[src/rtl/suptmr_pkg.sv]
package suptmr_pkg;

    typedef enum logic [1:0] {
        PRV_USER  = 2'd0,
        PRV_SUPER = 2'd1,
        PRV_RSVD  = 2'd2,
        PRV_MACH  = 2'd3
    } priv_e;

    typedef enum logic {
        PEND_ARMED = 1'b0,
        PEND_DUE   = 1'b1
    } pend_e;

    typedef enum logic [1:0] {
        SEL_NONE = 2'd0,
        SEL_LO   = 2'd1,
        SEL_HI   = 2'd2
    } sel_e;

endpackage

[src/rtl/suptmr_access.sv]
module suptmr_access
    import suptmr_pkg::*;
#(
    parameter int          AW      = 12,
    parameter logic [11:0] ADDR_LO = 12'h14D,
    parameter logic [11:0] ADDR_HI = 12'h15D
) (
    input  logic          clk,
    input  logic          rst_n,
    input  logic          feat_en,
    input  logic          time_ok,
    input  logic          rv64_mode,
    input  logic [1:0]    priv_lvl,
    input  logic          cnt_time_en,
    input  logic          env_tcmp_en,
    input  logic          req,
    input  logic [AW-1:0] addr,
    output sel_e          sel,
    output logic          legal,
    output logic          illegal
);
    logic priv_ok;

    always_comb begin
        sel = SEL_NONE;
        if (req) begin
            if (addr == AW'(ADDR_LO))      sel = SEL_LO;
            else if (addr == AW'(ADDR_HI)) sel = SEL_HI;
        end
    end

    always_comb begin
        unique case (priv_e'(priv_lvl))
            PRV_MACH:  priv_ok = 1'b1;
            PRV_SUPER: priv_ok = cnt_time_en & env_tcmp_en;
            default:   priv_ok = 1'b0;
        endcase
    end

    always_comb begin
        illegal = (sel != SEL_NONE) &&
                  (!feat_en || !time_ok || !priv_ok ||
                   ((sel == SEL_HI) && rv64_mode));
        legal   = (sel != SEL_NONE) && !illegal;
    end

    // user mode never reaches the register
    a_r8_user_denied: assert property (@(posedge clk) disable iff (!rst_n)
        ((sel != SEL_NONE) && (priv_lvl == 2'd0)) |-> illegal);

    // high half does not exist with 64-bit registers
    a_r9_hi_in_rv64: assert property (@(posedge clk) disable iff (!rst_n)
        ((sel == SEL_HI) && rv64_mode) |-> illegal);

    // feature off or no time source
    a_r5_feature_off: assert property (@(posedge clk) disable iff (!rst_n)
        ((sel != SEL_NONE) && (!feat_en || !time_ok)) |-> !legal);

endmodule

[src/rtl/suptmr_cmpreg.sv]
module suptmr_cmpreg #(
    parameter int TW = 64
) (
    input  logic          clk,
    input  logic          rst_n,
    input  logic          wr_lo,
    input  logic          wr_hi,
    input  logic          rv64_mode,
    input  logic [TW-1:0] wdata,
    output logic [TW-1:0] cmp_q
);
    localparam int HALF = TW / 2;

    always_ff @(posedge clk or negedge rst_n) begin
        if (!rst_n) begin
            cmp_q <= '0;
        end else if (wr_lo) begin
            if (rv64_mode) cmp_q <= wdata;
            else           cmp_q[HALF-1:0] <= wdata[HALF-1:0];
        end else if (wr_hi) begin
            cmp_q[TW-1:HALF] <= wdata[HALF-1:0];
        end
    end

    // high-half write keeps the low half
    a_r3_hi_keeps_low: assert property (@(posedge clk) disable iff (!rst_n)
        wr_hi |=> (cmp_q[HALF-1:0] == $past(cmp_q[HALF-1:0])));

    // 32-bit low write keeps the high half
    a_r2_lo32_keeps_high: assert property (@(posedge clk) disable iff (!rst_n)
        (wr_lo && !rv64_mode) |=> (cmp_q[TW-1:HALF] == $past(cmp_q[TW-1:HALF])));

    // without a legal write the value holds
    a_r7_hold_no_write: assert property (@(posedge clk) disable iff (!rst_n)
        (!wr_lo && !wr_hi) |=> $stable(cmp_q));

endmodule

[src/rtl/suptmr_pend_fsm.sv]
module suptmr_pend_fsm
    import suptmr_pkg::*;
#(
    parameter int TW = 64
) (
    input  logic          clk,
    input  logic          rst_n,
    input  logic [TW-1:0] cmp,
    input  logic [TW-1:0] time_now,
    output logic          pend_o
);
    pend_e state_q, state_d;
    logic  due;

    assign due = (cmp <= time_now);

    always_comb begin
        state_d = state_q;
        unique case (state_q)
            PEND_ARMED: if (due)  state_d = PEND_DUE;
            PEND_DUE:   if (!due) state_d = PEND_ARMED;
            default:    state_d = PEND_ARMED;
        endcase
    end

    always_ff @(posedge clk or negedge rst_n) begin
        if (!rst_n) state_q <= PEND_ARMED;
        else        state_q <= state_d;
    end

    always_comb begin
        pend_o = (state_q == PEND_DUE);
    end

    // pending mirrors the previous cycle's comparison
    a_r4_pend_tracks: assert property (@(posedge clk) disable iff (!rst_n)
        1'b1 |=> (pend_o == ($past(cmp) <= $past(time_now))));

endmodule

[src/rtl/suptmr_cmp_unit.sv]
module suptmr_cmp_unit
    import suptmr_pkg::*;
#(
    parameter int          TW        = 64,
    parameter int          AW        = 12,
    parameter int          IPW       = 64,
    parameter int          STIP_BIT  = 5,
    parameter int          VSTIP_BIT = 6,
    parameter logic [11:0] ADDR_LO   = 12'h14D,
    parameter logic [11:0] ADDR_HI   = 12'h15D
) (
    input  logic           clk,
    input  logic           rst_n,
    input  logic           feat_en,
    input  logic           time_ok,
    input  logic           rv64_mode,
    input  logic [1:0]     priv_lvl,
    input  logic           cnt_time_en,
    input  logic           env_tcmp_en,
    input  logic           csr_req,
    input  logic           csr_we,
    input  logic [AW-1:0]  csr_addr,
    input  logic [TW-1:0]  csr_wdata,
    output logic           csr_hit,
    output logic           csr_illegal,
    output logic [TW-1:0]  csr_rdata,
    input  logic [TW-1:0]  time_now,
    input  logic [IPW-1:0] ip_wmask_i,
    output logic [IPW-1:0] ip_wmask_o,
    output logic           tmr_pend_o
);
    localparam int HALF = TW / 2;
    localparam logic [IPW-1:0] LOCK_BITS =
        (IPW'(1) << STIP_BIT) | (IPW'(1) << VSTIP_BIT);

    sel_e          sel;
    logic          legal;
    logic          wr_lo, wr_hi;
    logic [TW-1:0] cmp_q;
    logic          ip_lock;

    suptmr_access #(.AW(AW), .ADDR_LO(ADDR_LO), .ADDR_HI(ADDR_HI)) u_access (
        .clk         (clk),
        .rst_n       (rst_n),
        .feat_en     (feat_en),
        .time_ok     (time_ok),
        .rv64_mode   (rv64_mode),
        .priv_lvl    (priv_lvl),
        .cnt_time_en (cnt_time_en),
        .env_tcmp_en (env_tcmp_en),
        .req         (csr_req),
        .addr        (csr_addr),
        .sel         (sel),
        .legal       (legal),
        .illegal     (csr_illegal)
    );

    assign csr_hit = (sel != SEL_NONE);
    assign wr_lo   = legal && csr_we && (sel == SEL_LO);
    assign wr_hi   = legal && csr_we && (sel == SEL_HI);

    suptmr_cmpreg #(.TW(TW)) u_cmpreg (
        .clk       (clk),
        .rst_n     (rst_n),
        .wr_lo     (wr_lo),
        .wr_hi     (wr_hi),
        .rv64_mode (rv64_mode),
        .wdata     (csr_wdata),
        .cmp_q     (cmp_q)
    );

    suptmr_pend_fsm #(.TW(TW)) u_pend (
        .clk      (clk),
        .rst_n    (rst_n),
        .cmp      (cmp_q),
        .time_now (time_now),
        .pend_o   (tmr_pend_o)
    );

    always_comb begin
        csr_rdata = '0;
        if (legal) begin
            unique case (sel)
                SEL_LO:  csr_rdata = rv64_mode ? cmp_q
                                               : {{HALF{1'b0}}, cmp_q[HALF-1:0]};
                SEL_HI:  csr_rdata = {{HALF{1'b0}}, cmp_q[TW-1:HALF]};
                default: csr_rdata = '0;
            endcase
        end
    end

    assign ip_lock    = feat_en && (priv_lvl == 2'd3) && env_tcmp_en;
    assign ip_wmask_o = ip_lock ? (ip_wmask_i & ~LOCK_BITS) : ip_wmask_i;

    // locked pending bits never pass
    a_r10_bits_locked: assert property (@(posedge clk) disable iff (!rst_n)
        ip_lock |-> (!ip_wmask_o[STIP_BIT] && !ip_wmask_o[VSTIP_BIT]));

    // other bits always pass
    a_r10_others_pass: assert property (@(posedge clk) disable iff (!rst_n)
        ((ip_wmask_o | LOCK_BITS) == (ip_wmask_i | LOCK_BITS)));

    // illegal access returns zero
    a_r11_illegal_zero: assert property (@(posedge clk) disable iff (!rst_n)
        csr_illegal |-> (csr_rdata == '0));

endmodule

[config.mk]
export PLATFORM = sky130hd
export DESIGN_NAME = suptmr_cmp_unit
export DESIGN_NICKNAME = d
export VERILOG_FILES = /design/src/rtl/suptmr_pkg.sv /design/src/rtl/suptmr_access.sv /design/src/rtl/suptmr_cmpreg.sv /design/src/rtl/suptmr_pend_fsm.sv /design/src/rtl/suptmr_cmp_unit.sv
export SDC_FILE = /design/constraint.sdc
export NUM_CORES = 1
export LEC_CHECK = 0
export BUFFER_PORTS_ARGS = -buffer_cell sky130_fd_sc_hd__buf_4
export CELL_PAD_IN_SITES_DETAIL_PLACEMENT = 1
export CELL_PAD_IN_SITES_GLOBAL_PLACEMENT = 1
export CORE_UTILIZATION = 28
export DETAILED_ROUTE_END_ITERATION = 16
export GPL_ROUTABILITY_DRIVEN = 0
export PLACE_DENSITY = 0.81
export SETUP_SLACK_MARGIN = 0.3
export SLEW_MARGIN = 20
export SYNTH_ARGS = -nofsm -noshare
export SYNTH_HDL_FRONTEND = slang
export SYNTH_SLANG_ARGS = --single-unit
[constraint.sdc]
create_clock -name clk -period 2.77 [get_ports clk]
set_clock_uncertainty 0.2 [all_clocks]
set_input_delay 0.6925 -clock clk [delete_from_list [all_inputs] [get_ports clk]]
set_output_delay 0.6925 -clock clk [all_outputs]
set_load 0.02 [all_outputs]
==> key figures, run 1 <==
Clock network
  • Worst-case clock buffer depth: 2
  • Clock root cell: clkbuf_16
  • Clk_lat worst skew: between 0.3 and 0.4 ns
  • CTS tree: done
  • CTS Sinks: 65
  • Clock H-tree levels: 3
  • Reg clk slew, reported paths: 0.06 ns
  • Total CTS buffers: 9

Global routing
  • GRT overflow: 0
  • GRT Total Usage: 22.0%
  • Pin count of the biggest net entering global routing: between 60 and 70
  • Vias in the first global route: roughly 6,000
  • Initial antenna violation count: 0
  • First-pass GRT wire length: ~34,000 um

Drt
  • DRC violations left: 0
  • Post-Route WL: between 20,000 and 25,000 um
  • Antenna-violating nets left: 0
  • Initial drt markers: between 150 and 200
  • Routed len/inst: roughly 22 um
  • Drt pass-1 iters: 4
  • Via count: between 5,000 and 6,000
  • Via density: between 5 and 6

Worst setup path
  • Crit Path Class: in -> out
  • Cell Chain, Critical Path: buf_6, or4b_4, nor4_4, and3_4, buf_12, and2_4, buf_6
  • FF-to-FF Start: u_cmpreg.cmp_q[37]$_DFFE_PN0P_
  • Crit-path max FO: 12
  • Crit path DAT: approximately 2.4 ns
  • CP Launch Type: input pin
  • Reg2Reg Capture Point: u_pend.pend_o$_DFF_PN0_
  • CP dominant cell by count: buf_6
  • Setup crit end kind: primary output
  • CP peak stage delay: roughly 0.56 ns
  • Reg-to-reg slack, setup: about 0.48 ns
  • R2R depth: 7
  • Worst Path Required: between 1.5 and 2 ns
  • Slowest CP cell: or4b_4

Logic synthesis
  • Avg Cell Area, Syn: roughly 8.5 um^2
  • Synth warn: 0
  • Area leader, netlist: dfrtp_1
  • Post-synthesis register bit count: 65
  • Ys async rst share: 100%
  • Synth Net Count: approximately 940
  • Syn Std Cell Area: approximately 0.0056 mm^2
  • Synth top area share: just under 30%
  • Seq/Total Area, Yosys: 28.9%
  • Ranking of synthesized cells by area: dfrtp_1 (29%), ha_1 (14%), buf_4 (8.3%), mux2_1 (6.4%), mux2i_1 (5.7%)
  • Syn Inst Count: ~660
  • Yosys cell types: 44
  • Synth Flop Type: dfrtp_1
  • Number of flops mapped to enable cells by yosys: 0

Finish
  • Most frequent cells in the layout: buf_4 (198), dfrtp_1 (65), inv_1 (64), ha_1 (64), buf_6 (54)
  • Antenna cells: 0
  • Layout cells sized above 1: about 54%
  • # fillers: roughly 2,200
  • Final Net Count: ~1,100
  • Most common cell after layout, fill and taps aside: buf_4
  • Finished Layout Cells: between 1,000 and 1,500
  • Area grow syn2layout: 64.7%

Placed design
  • Hpwl dp: between 15,000 and 20,000 um
  • Inst Count DP: 1,092
  • Port buffer count: between 200 and 250
  • Pre-CTS worst setup slack: -0.483 ns

Power
  • Pwr Density: between 200 and 300 mW/mm^2
  • Max VDD drop: 0.233 mV
  • Total power: 2.53 mW
  • Leakage: ~4.6 nW

Run status
  • Failing checks: setup timing
  • Status: complete, but fails checks

Timing
  • RSZ-0062 raised after global routing: yes
  • Slew headroom: 35.6%
  • Tmin final: ~3.3 ns
  • Worst-Margin Slew: a little under 1 ns
  • Count of final max-slew check failures: 0
  • Crit share post-route: 118%
  • Worst Setup Slack, final: -0.494 ns
  • Fmax: between 300 and 400 MHz
  • Final setup viols: 66
  • Final Hold Fails: 0

Floorplan
  • Chip Height: between 100 and 150 um
  • Full die area: between 0.02 and 0.025 mm^2
  • Rows: 51
  • Initial core utilization: 28.7%
  • Die W: 144 um
  • I/O Pins: about 350
  • Core area: ~0.020 mm^2

Flow run
  • Max cap viols: 0

Hold path
  • Hold Crit Class: in -> async
## state kept, by name, summed over array words and instances (netlist names)
| signal | flops |
|---|---|
| u_cmpreg.cmp_q | 64 |
| u_pend.pend_o | 1 |
## power breakdown
part | total [mW] | switching [mW] | internal (mW)
Clock | 1.19 | 0.449 | 0.739
Sequential | 0.950 | 0.000286 | 0.950
Combinational | 0.391 | 0.185 | 0.207
Total | 2.53 | 0.633 | 1.90
## synth_stat cells (3+ instances only)
cell type  number
nand2_1        51
clkbuf_1       20
mux2_1         32
nand3_1         5
o21ai_0         7
o21ai_1         3
ha_1           64
dfrtp_1        65
a21oi_1        30
buf_1           3
nor4_1          4
and2_1         35
o31ai_1        32
nor3_1         33
mux2i_1        32
buf_2           5
buf_4          62
inv_1          64
nor2_1         69
nand4_1        15
## worst max-delay path, delay by kind of cell
kind                   cells  cell delay, ns
buffers and inverters      3            0.35
AND/OR/NAND/NOR            4            1.32
## cell type report
type	instances	area (um^2)	share of cell area (%)
clock inverter	3	40.0	0.432
sequential	65	1630	17.5
timing repair buffer	273	2560	27.7
clock buffer	12	256	2.77
tap	265	332	3.58
multi-input combinational	443	4210	45.4
inverter	64	240	2.59
## logic make-up (layout without fill, tap and decap cells)
family / Yosys count / in the layout / share of synthesized area, %
xor gates and xnor gates: 1 / 1 / 0.156
and+or+nand+nor: 227 / 227 / 20.1
adders and majority gates: 64 / 64 / 14.2
buffers and inverters: 154 / 352 / 14.5
AOI/OAI and AO/OA: 87 / 87 / 10.0
muxes: 64 / 64 / 12.1
DFF: 65 / 65 / 28.9
## what timing repair did
action	CTS	global route
setup endpoints to repair	112	131
pin swaps	5	2
hold buffers	0	0
cloned	1	8
hold endpoints to repair	0	0
resized for setup	100	67
setup buffers	5	4
## stage by stage
| stage | TNS (ns) | cell area [um^2] | utilization [%] | hold slack, ns |
|---|---|---|---|---|
| after floorplan | -20.19 | 6130 | - | 0.197 |
| after global placement | -37.77 | 7860 | 40.1 | 0.307 |
| after detailed placement | -43.26 | 7860 | 40.1 | 0.313 |
| after CTS | -24.94 | 8710 | 44.4 | 0.326 |
| after global routing | -30.84 | 9270 | 47.3 | 0.362 |
| final | -27.43 | 9270 | 47.3 | 0.292 |
## routing by layer
layer	wire length, um	track usage (%)	vias to the layer above
met3	1070	3.47	50
met2	13000	40.1	205
met4	629	7.95	0
met5	0	0	-
li1	-	-	2605
met1	9920	25.7	2861
## worst max-delay path by stage
stage | start | to | slack (ns)
final | csr_addr[9] | csr_rdata[44] | -0.49
after global routing | csr_addr[9] | csr_rdata[44] | -0.55
after CTS | csr_addr[9] | csr_rdata[40] | -0.43
after detailed placement | csr_addr[9] | csr_rdata[40] | -0.48
after global placement | csr_addr[9] | csr_rdata[51] | -0.42
after floorplan | csr_addr[9] | csr_rdata[12] | -0.33
Note: power is estimated with default switching activity, not from simulation.
==> run 2, diff against run 1 <==
--- a/config.mk
+++ b/config.mk
@@ -12,7 +12,6 @@
 export DETAILED_ROUTE_END_ITERATION = 16
 export GPL_ROUTABILITY_DRIVEN = 0
 export PLACE_DENSITY = 0.81
-export SETUP_SLACK_MARGIN = 0.3
 export SLEW_MARGIN = 20
 export SYNTH_ARGS = -nofsm -noshare
 export SYNTH_HDL_FRONTEND = slang
==> run 2 against run 1 <==
Against the previous run:
- the run still ends with setup timing left
- fmax grew 1.6%
- hold slack lost 0.20 ns
- first-iteration DRC count is 20% higher
- largest cell class unchanged
- highest routed layer unchanged
==> key figures, run 2 (synthesis gave the netlist of run 1 again) <==
Global routing
  • GRT overflow: 0 (unchanged)
  • First-pass GRT wire length: 32,500 um (was 33,700 um)
  • Pin count of the biggest net entering global routing: 35 (was 66)
  • Vias in the first global route: 5,804 (was 6,066)
  • GRT Total Usage: 21.2% (was 22.0%)
  • Initial antenna violation count: 0 (unchanged)

Clock network
  • Clock H-tree levels: 3 (unchanged)
  • Total CTS buffers: 9 (unchanged)
  • Worst-case clock buffer depth: 2 (unchanged)
  • Reg clk slew, reported paths: 0.06 ns (about the same)
  • Clk_lat worst skew: 0.34 ns (was 0.33 ns)
  • CTS Sinks: 65 (unchanged)
  • CTS tree: done (unchanged)
  • Clock root cell: clkbuf_16 (unchanged)

Placed design
  • Port buffer count: 221 (unchanged)
  • Hpwl dp: 16,500 um (was 16,800 um)
  • Pre-CTS worst setup slack: -0.509 ns (was -0.483 ns)

Timing
  • Crit share post-route: 116% (was 118%)
  • Worst Setup Slack, final: -0.441 ns (was -0.494 ns)
  • Worst-Margin Slew: 0.548 ns (was 0.966 ns)
  • Final setup viols: 98 (was 66)
  • Final Hold Fails: 0 (unchanged)
  • Count of final max-slew check failures: 0 (unchanged)
  • Slew headroom: 62.5% (was 35.6%)
  • Tmin final: 3.21 ns (was 3.26 ns)
  • RSZ-0062 raised after global routing: yes (unchanged)
  • Fmax: 311 MHz (was 306 MHz)

Worst setup path
  • Slowest CP cell: or4b_4 (unchanged)
  • R2R depth: 9 (was 7)
  • Crit path DAT: 2.32 ns (was 2.37 ns)
  • Crit Path Class: in -> out (unchanged)
  • Worst Path Required: 1.88 ns (about the same)
  • CP dominant cell by count: buf_6 (unchanged)
  • CP peak stage delay: 0.56 ns (about the same)
  • Setup crit end kind: primary output (unchanged)
  • CP Launch Type: input pin (unchanged)
  • Cell Chain, Critical Path: buf_6, or4b_4, nor4_4, and3_4, buf_12, and2_4, buf_6 (unchanged)
  • Crit-path max FO: 18 (was 12)

Finish
  • Final Net Count: 1,120 (was 1,135)
  • Fin util: 43.1% (was 47.3%)
  • Area grow syn2layout: 50.1% (was 64.7%)
  • Most frequent cells in the layout: buf_4 (174), buf_6 (70), dfrtp_1 (65), inv_1 (64), ha_1 (64) (was buf_4 (198), dfrtp_1 (65), inv_1 (64), ha_1 (64), buf_6 (54))
  • # fillers: 2,242 (was 2,200)
  • Layout cells sized above 1: 40.9% (was 53.6%)
  • Area of the multi-input gates: 0.00353 mm^2 (was 0.00421 mm^2)
  • Register with the most flip-flops: u_cmpreg.cmp_q (unchanged)
  • Antenna cells: 0 (unchanged)
  • Max reg flops: 64 (unchanged)
  • FF/Latch Area: 0.00163 mm^2 (unchanged)
  • Most common cell after layout, fill and taps aside: buf_4 (unchanged)

Flow run
  • Max cap viols: 0 (unchanged)

Power
  • Max VDD drop: 0.251 mV (was 0.233 mV)
  • Leakage: 4.30 nW (was 4.62 nW)
  • Pwr Density: 316 mW/mm^2 (was 273 mW/mm^2)
  • Total power: 2.67 mW (was 2.53 mW)

Hold path
  • Hold Crit Class: in -> async (unchanged)

Drt
  • Antenna-violating nets left: 0 (unchanged)
  • Via count: 5,458 (was 5,721)
  • Via density: 4.92 (was 5.09)
  • Drt pass-1 iters: 5 (was 4)
  • DRC violations left: 0 (unchanged)
  • Initial drt markers: 182 (was 152)
  • Routed len/inst: 19.4 um (was 21.9 um)
  • Post-Route WL: 21,500 um (was 24,600 um)

Floorplan
  • Die W: 144 um (unchanged)
  • Full die area: 0.0207 mm^2 (unchanged)
  • Core area: 0.0196 mm^2 (unchanged)
  • Rows: 51 (unchanged)
  • Chip Height: 144 um (unchanged)
  • I/O Pins: 346 (unchanged)
  • Initial core utilization: 28.7% (unchanged)

Run status
  • Failing checks: setup timing (unchanged)
  • Status: complete, but fails checks (unchanged)
## run 2: changes by cell type in the layout (fill, tap and decap cells not counted), moves of 13 or more
cell     previous run  this run
nor3_2             21         0
mux2_4             32         0
buf_4             198       174
nor3_1              7        33
mux2_1              0        32
o31ai_1             4        32
nand2_1            37        50
buf_6              54        70
o31ai_4            23         0
## run 2: timing repair
item | CTS | global route
endpoints found under the hold margin | 0 | 0
gates cloned | 4 | 0
setup buffers | 3 | 6
setup endpoints to repair | 98 | 98
gates resized for setup | 76 | 9
hold buffers | 0 | 0
pin swaps | 27 | 7
## run 2: critical path: cells and delay by family
kind | cells | cell delay [ns]
buffers and inverters | 3 | 0.36
AND/OR/NAND/NOR | 4 | 1.25
## run 2: metrics by stage
step	TNS [ns]	hold WS [ns]	area (um^2)	instances
finish	-24.02	0.0874	8450	1110
global placement	-34.67	0.302	7720	1088
global route	-29.76	0.105	8450	1110
CTS	-27.45	0.0910	8510	1110
detailed placement	-38.86	0.317	7720	1088
floorplan	-20.25	0.197	6010	662
## run 2: worst paths after layout
path,from,end,slack (ns)
worst max-delay path,csr_addr[9],csr_rdata[47],-0.44
worst min-delay path,rst_n,u_cmpreg.cmp_q[41]$_DFFE_PN0P_,0.09
worst max register to register,u_cmpreg.cmp_q[59]$_DFFE_PN0P_,u_pend.pend_o$_DFF_PN0_,0.30
worst min register to register,u_cmpreg.cmp_q[17]$_DFFE_PN0N_,u_cmpreg.cmp_q[17]$_DFFE_PN0N_,0.32
max in group asynchronous,rst_n,u_cmpreg.cmp_q[48]$_DFFE_PN0P_,1.62
min in group clk,u_cmpreg.cmp_q[17]$_DFFE_PN0N_,u_cmpreg.cmp_q[17]$_DFFE_PN0N_,0.32
## run 2: per-layer routing
metal / track usage, % / share of wire, %
met1: 25.6 / 41
met2: 37.9 / 51
met3: 3.23 / 5.6
met4: 7.45 / 2.0
met5: 0 / 0
## run 2: cell type report
class	count	area share [%]
Clock buffer	10	2.83
Clock inverter	5	1.23
Inverter	64	2.84
Multi-Input combinational cell	443	41.8
Sequential cell	65	19.3
Tap cell	265	3.92
Timing Repair Buffer	258	28.1
## run 2: where the power goes
| group | switching (mW) | leakage (nW) | internal, mW | total [mW] |
|---|---|---|---|---|
| Sequential | 0.000272 | 0.903 | 0.950 | 0.950 |
| Combinational | 0.155 | 3.23 | 0.199 | 0.354 |
| Clock | 0.468 | 0.169 | 0.900 | 1.37 |
| Total | 0.623 | 4.30 | 2.05 | 2.67 |
==> run 3, diff against run 2 <==
--- a/config.mk
+++ b/config.mk
@@ -8,6 +8,7 @@
 export BUFFER_PORTS_ARGS = -buffer_cell sky130_fd_sc_hd__buf_4
 export CELL_PAD_IN_SITES_DETAIL_PLACEMENT = 1
 export CELL_PAD_IN_SITES_GLOBAL_PLACEMENT = 1
+export CORE_MARGIN = 4
 export CORE_UTILIZATION = 28
 export DETAILED_ROUTE_END_ITERATION = 16
 export GPL_ROUTABILITY_DRIVEN = 0
==> run 3 against run 2 <==
Against the previous run:
- the run still ends with setup timing left
- register-to-register slack improved by 0.06 ns
- die area rose by 8.5%
- critical path depth did not move
- core utilization rose by 0.60 points
- global-route usage fell by 1.1 points
- critical path type unchanged
- hold slack improved by 0.0086 ns
- power fell by 0.10%
- combinational power rose by 3%
==> key figures, run 3 (synthesis gave the netlist of run 1 again) <==
Finish
  • Most common cell after layout, fill and taps aside: buf_4 (unchanged)
  • Most frequent cells in the layout: buf_4 (179), buf_6 (71), dfrtp_1 (65), inv_1 (64), ha_1 (64) (was buf_4 (174), buf_6 (70), dfrtp_1 (65), inv_1 (64), ha_1 (64))
  • Finished Layout Cells: 1,120 (was 1,110)
  • Layout cells sized above 1: 41.5% (was 40.9%)
  • Register with the most flip-flops: u_cmpreg.cmp_q (unchanged)
  • Area grow syn2layout: 52.2% (was 50.1%)
  • Fin area: 0.00857 mm^2 (was 0.00845 mm^2)
  • Max reg flops: 64 (unchanged)
  • Fin util: 43.7% (was 43.1%)
  • Final Net Count: 1,129 (was 1,120)
  • Antenna cells: 0 (unchanged)

Power
  • Max VDD drop: 0.247 mV (was 0.251 mV)
  • Leakage: 4.36 nW (was 4.30 nW)
  • Total power: 2.67 mW (about the same)
  • Pwr Density: 312 mW/mm^2 (was 316 mW/mm^2)

Timing
  • Final setup viols: 98 (unchanged)
  • Worst-Margin Slew: 0.480 ns (was 0.548 ns)
  • Final Hold Fails: 0 (unchanged)
  • Setup TNS: -23.16 ns (was -24.02 ns)
  • Fmax: 314 MHz (was 311 MHz)
  • RSZ-0062 raised after global routing: yes (unchanged)
  • Worst Setup Slack, final: -0.413 ns (was -0.441 ns)
  • Crit share post-route: 115% (was 116%)
  • Slew headroom: 67.1% (was 62.5%)
  • Count of final max-slew check failures: 0 (unchanged)
  • Tmin final: 3.18 ns (was 3.21 ns)

Floorplan
  • Core area: 0.0196 mm^2 (unchanged)
  • Initial core utilization: 28.7% (unchanged)
  • I/O Pins: 346 (unchanged)
  • Die W: 150 um (was 144 um)
  • Rows: 51 (unchanged)
  • Full die area: 0.0224 mm^2 (was 0.0207 mm^2)
  • Chip Height: 150 um (was 144 um)

Run status
  • Status: complete, but fails checks (unchanged)
  • Failing checks: setup timing (unchanged)

Placed design
  • Hpwl dp: 17,500 um (was 16,500 um)
  • Area after DPL: 0.00779 mm^2 (was 0.00772 mm^2)
  • Inst Count DP: 1,094 (was 1,088)
  • Port buffer count: 221 (unchanged)

Worst setup path
  • Crit Path Class: in -> out (unchanged)
  • Crit path DAT: 2.29 ns (was 2.32 ns)
  • Worst Path Required: 1.88 ns (about the same)
  • Crit-path max FO: 18 (unchanged)
  • Setup crit end kind: primary output (unchanged)
  • CP Launch Type: input pin (unchanged)

Drt
  • Post-Route WL: 22,600 um (was 21,500 um)
  • Drt pass-1 iters: 4 (was 5)
  • Via count: 5,525 (was 5,458)
  • Routed len/inst: 20.1 um (was 19.4 um)
  • DRC violations left: 0 (unchanged)
  • Initial drt markers: 249 (was 182)
  • Antenna-violating nets left: 0 (unchanged)
  • Via density: 4.93 (was 4.92)

Global routing
  • First-pass GRT wire length: 34,300 um (was 32,500 um)
  • GRT Total Usage: 20.1% (was 21.2%)
  • Pin count of the biggest net entering global routing: 37 (was 35)
  • Vias in the first global route: 6,229 (was 5,804)
  • Initial antenna violation count: 0 (unchanged)
  • GRT overflow: 0 (unchanged)

Clock network
  • CTS Sinks: 65 (unchanged)
  • Total CTS buffers: 9 (unchanged)
  • Clock root cell: clkbuf_16 (unchanged)
  • Worst-case clock buffer depth: 2 (unchanged)
  • Clk_lat worst skew: 0.34 ns (about the same)
  • Clock H-tree levels: 3 (unchanged)
  • Reg clk slew, reported paths: 0.06 ns (about the same)
  • CTS tree: done (unchanged)

Flow run
  • Max cap viols: 0 (unchanged)

Hold path
  • Hold Crit Class: in -> async (unchanged)
run 3: cell count changes in the layout (fill, tap and decap cells not counted):
cell / change
buf_12: +2
buf_16: +1
buf_4: +5
buf_6: +1
clkbuf_1: +1
clkbuf_8: -1
clkinv_2: -1
clkinvlp_4: +1
inv_6: +1
run 3: timing repair:
action | in CTS | in global routing
hold buffers | 0 | 0
setup buffers | 7 | 7
setup endpoints to repair | 98 | 98
pin swaps | 27 | 3
resized for setup | 81 | 17
hold endpoints to repair | 0 | 0
cloned | 4 | 0
run 3: cell type report:
class                           instances  area [um^2]
Fill cell                            2252        11000
Multi-Input combinational cell        443         3530
Timing Repair Buffer                  267         2490
Sequential cell                        65         1630
Tap cell                              265          332
Inverter                               64          240
Clock buffer                           10          229
Clock inverter                          6          115
run 3: final timing paths:
kind | start | end | slack (ns) | cells past startpoint
worst max-delay path | csr_addr[9] | csr_rdata[49] | -0.41 | 7
worst min-delay path | rst_n | u_cmpreg.cmp_q[39]$_DFFE_PN0P_ | 0.1 | 1
worst max register to register | u_cmpreg.cmp_q[31]$_DFFE_PN0N_ | u_pend.pend_o$_DFF_PN0_ | 0.36 | 9
worst min register to register | u_cmpreg.cmp_q[0]$_DFFE_PN0N_ | u_cmpreg.cmp_q[0]$_DFFE_PN0N_ | 0.32 | 1
max in group asynchronous | rst_n | u_cmpreg.cmp_q[21]$_DFFE_PN0N_ | 1.69 | 2
min in group clk | u_cmpreg.cmp_q[0]$_DFFE_PN0N_ | u_cmpreg.cmp_q[0]$_DFFE_PN0N_ | 0.32 | 1
run 3: metal layers:
layer / GRT usage, % / vias to the layer above / wire (um)
li1: - / 2590 / -
met1: 23.7 / 2689 / 9170
met2: 34.9 / 191 / 11300
met3: 4.85 / 55 / 1360
met4: 8.23 / 0 / 716
met5: 0 / - / 0
run 3: per-stage QoR:
stage / worst slack [ns] / hold slack (ns)
floorplan: -0.330 / 0.197
global placement: -0.438 / 0.303
detailed placement: -0.461 / 0.315
CTS: -0.429 / 0.109
global route: -0.461 / 0.121
finish: -0.413 / 0.0960
run 3: worst max-delay path, cell delays in order:
cell and delay (ns):
buf_6 0.09, or4b_4 0.56, nor4_4 0.24, and3_4 0.26, buf_12 0.16, and2_4 0.16, buf_6 0.11
run 3: power breakdown:
part | internal, mW | switching, mW | total (mW)
combinational | 0.204 | 0.159 | 0.363
clock | 0.885 | 0.471 | 1.36
sequential | 0.950 | 0.000268 | 0.950
total | 2.04 | 0.630 | 2.67
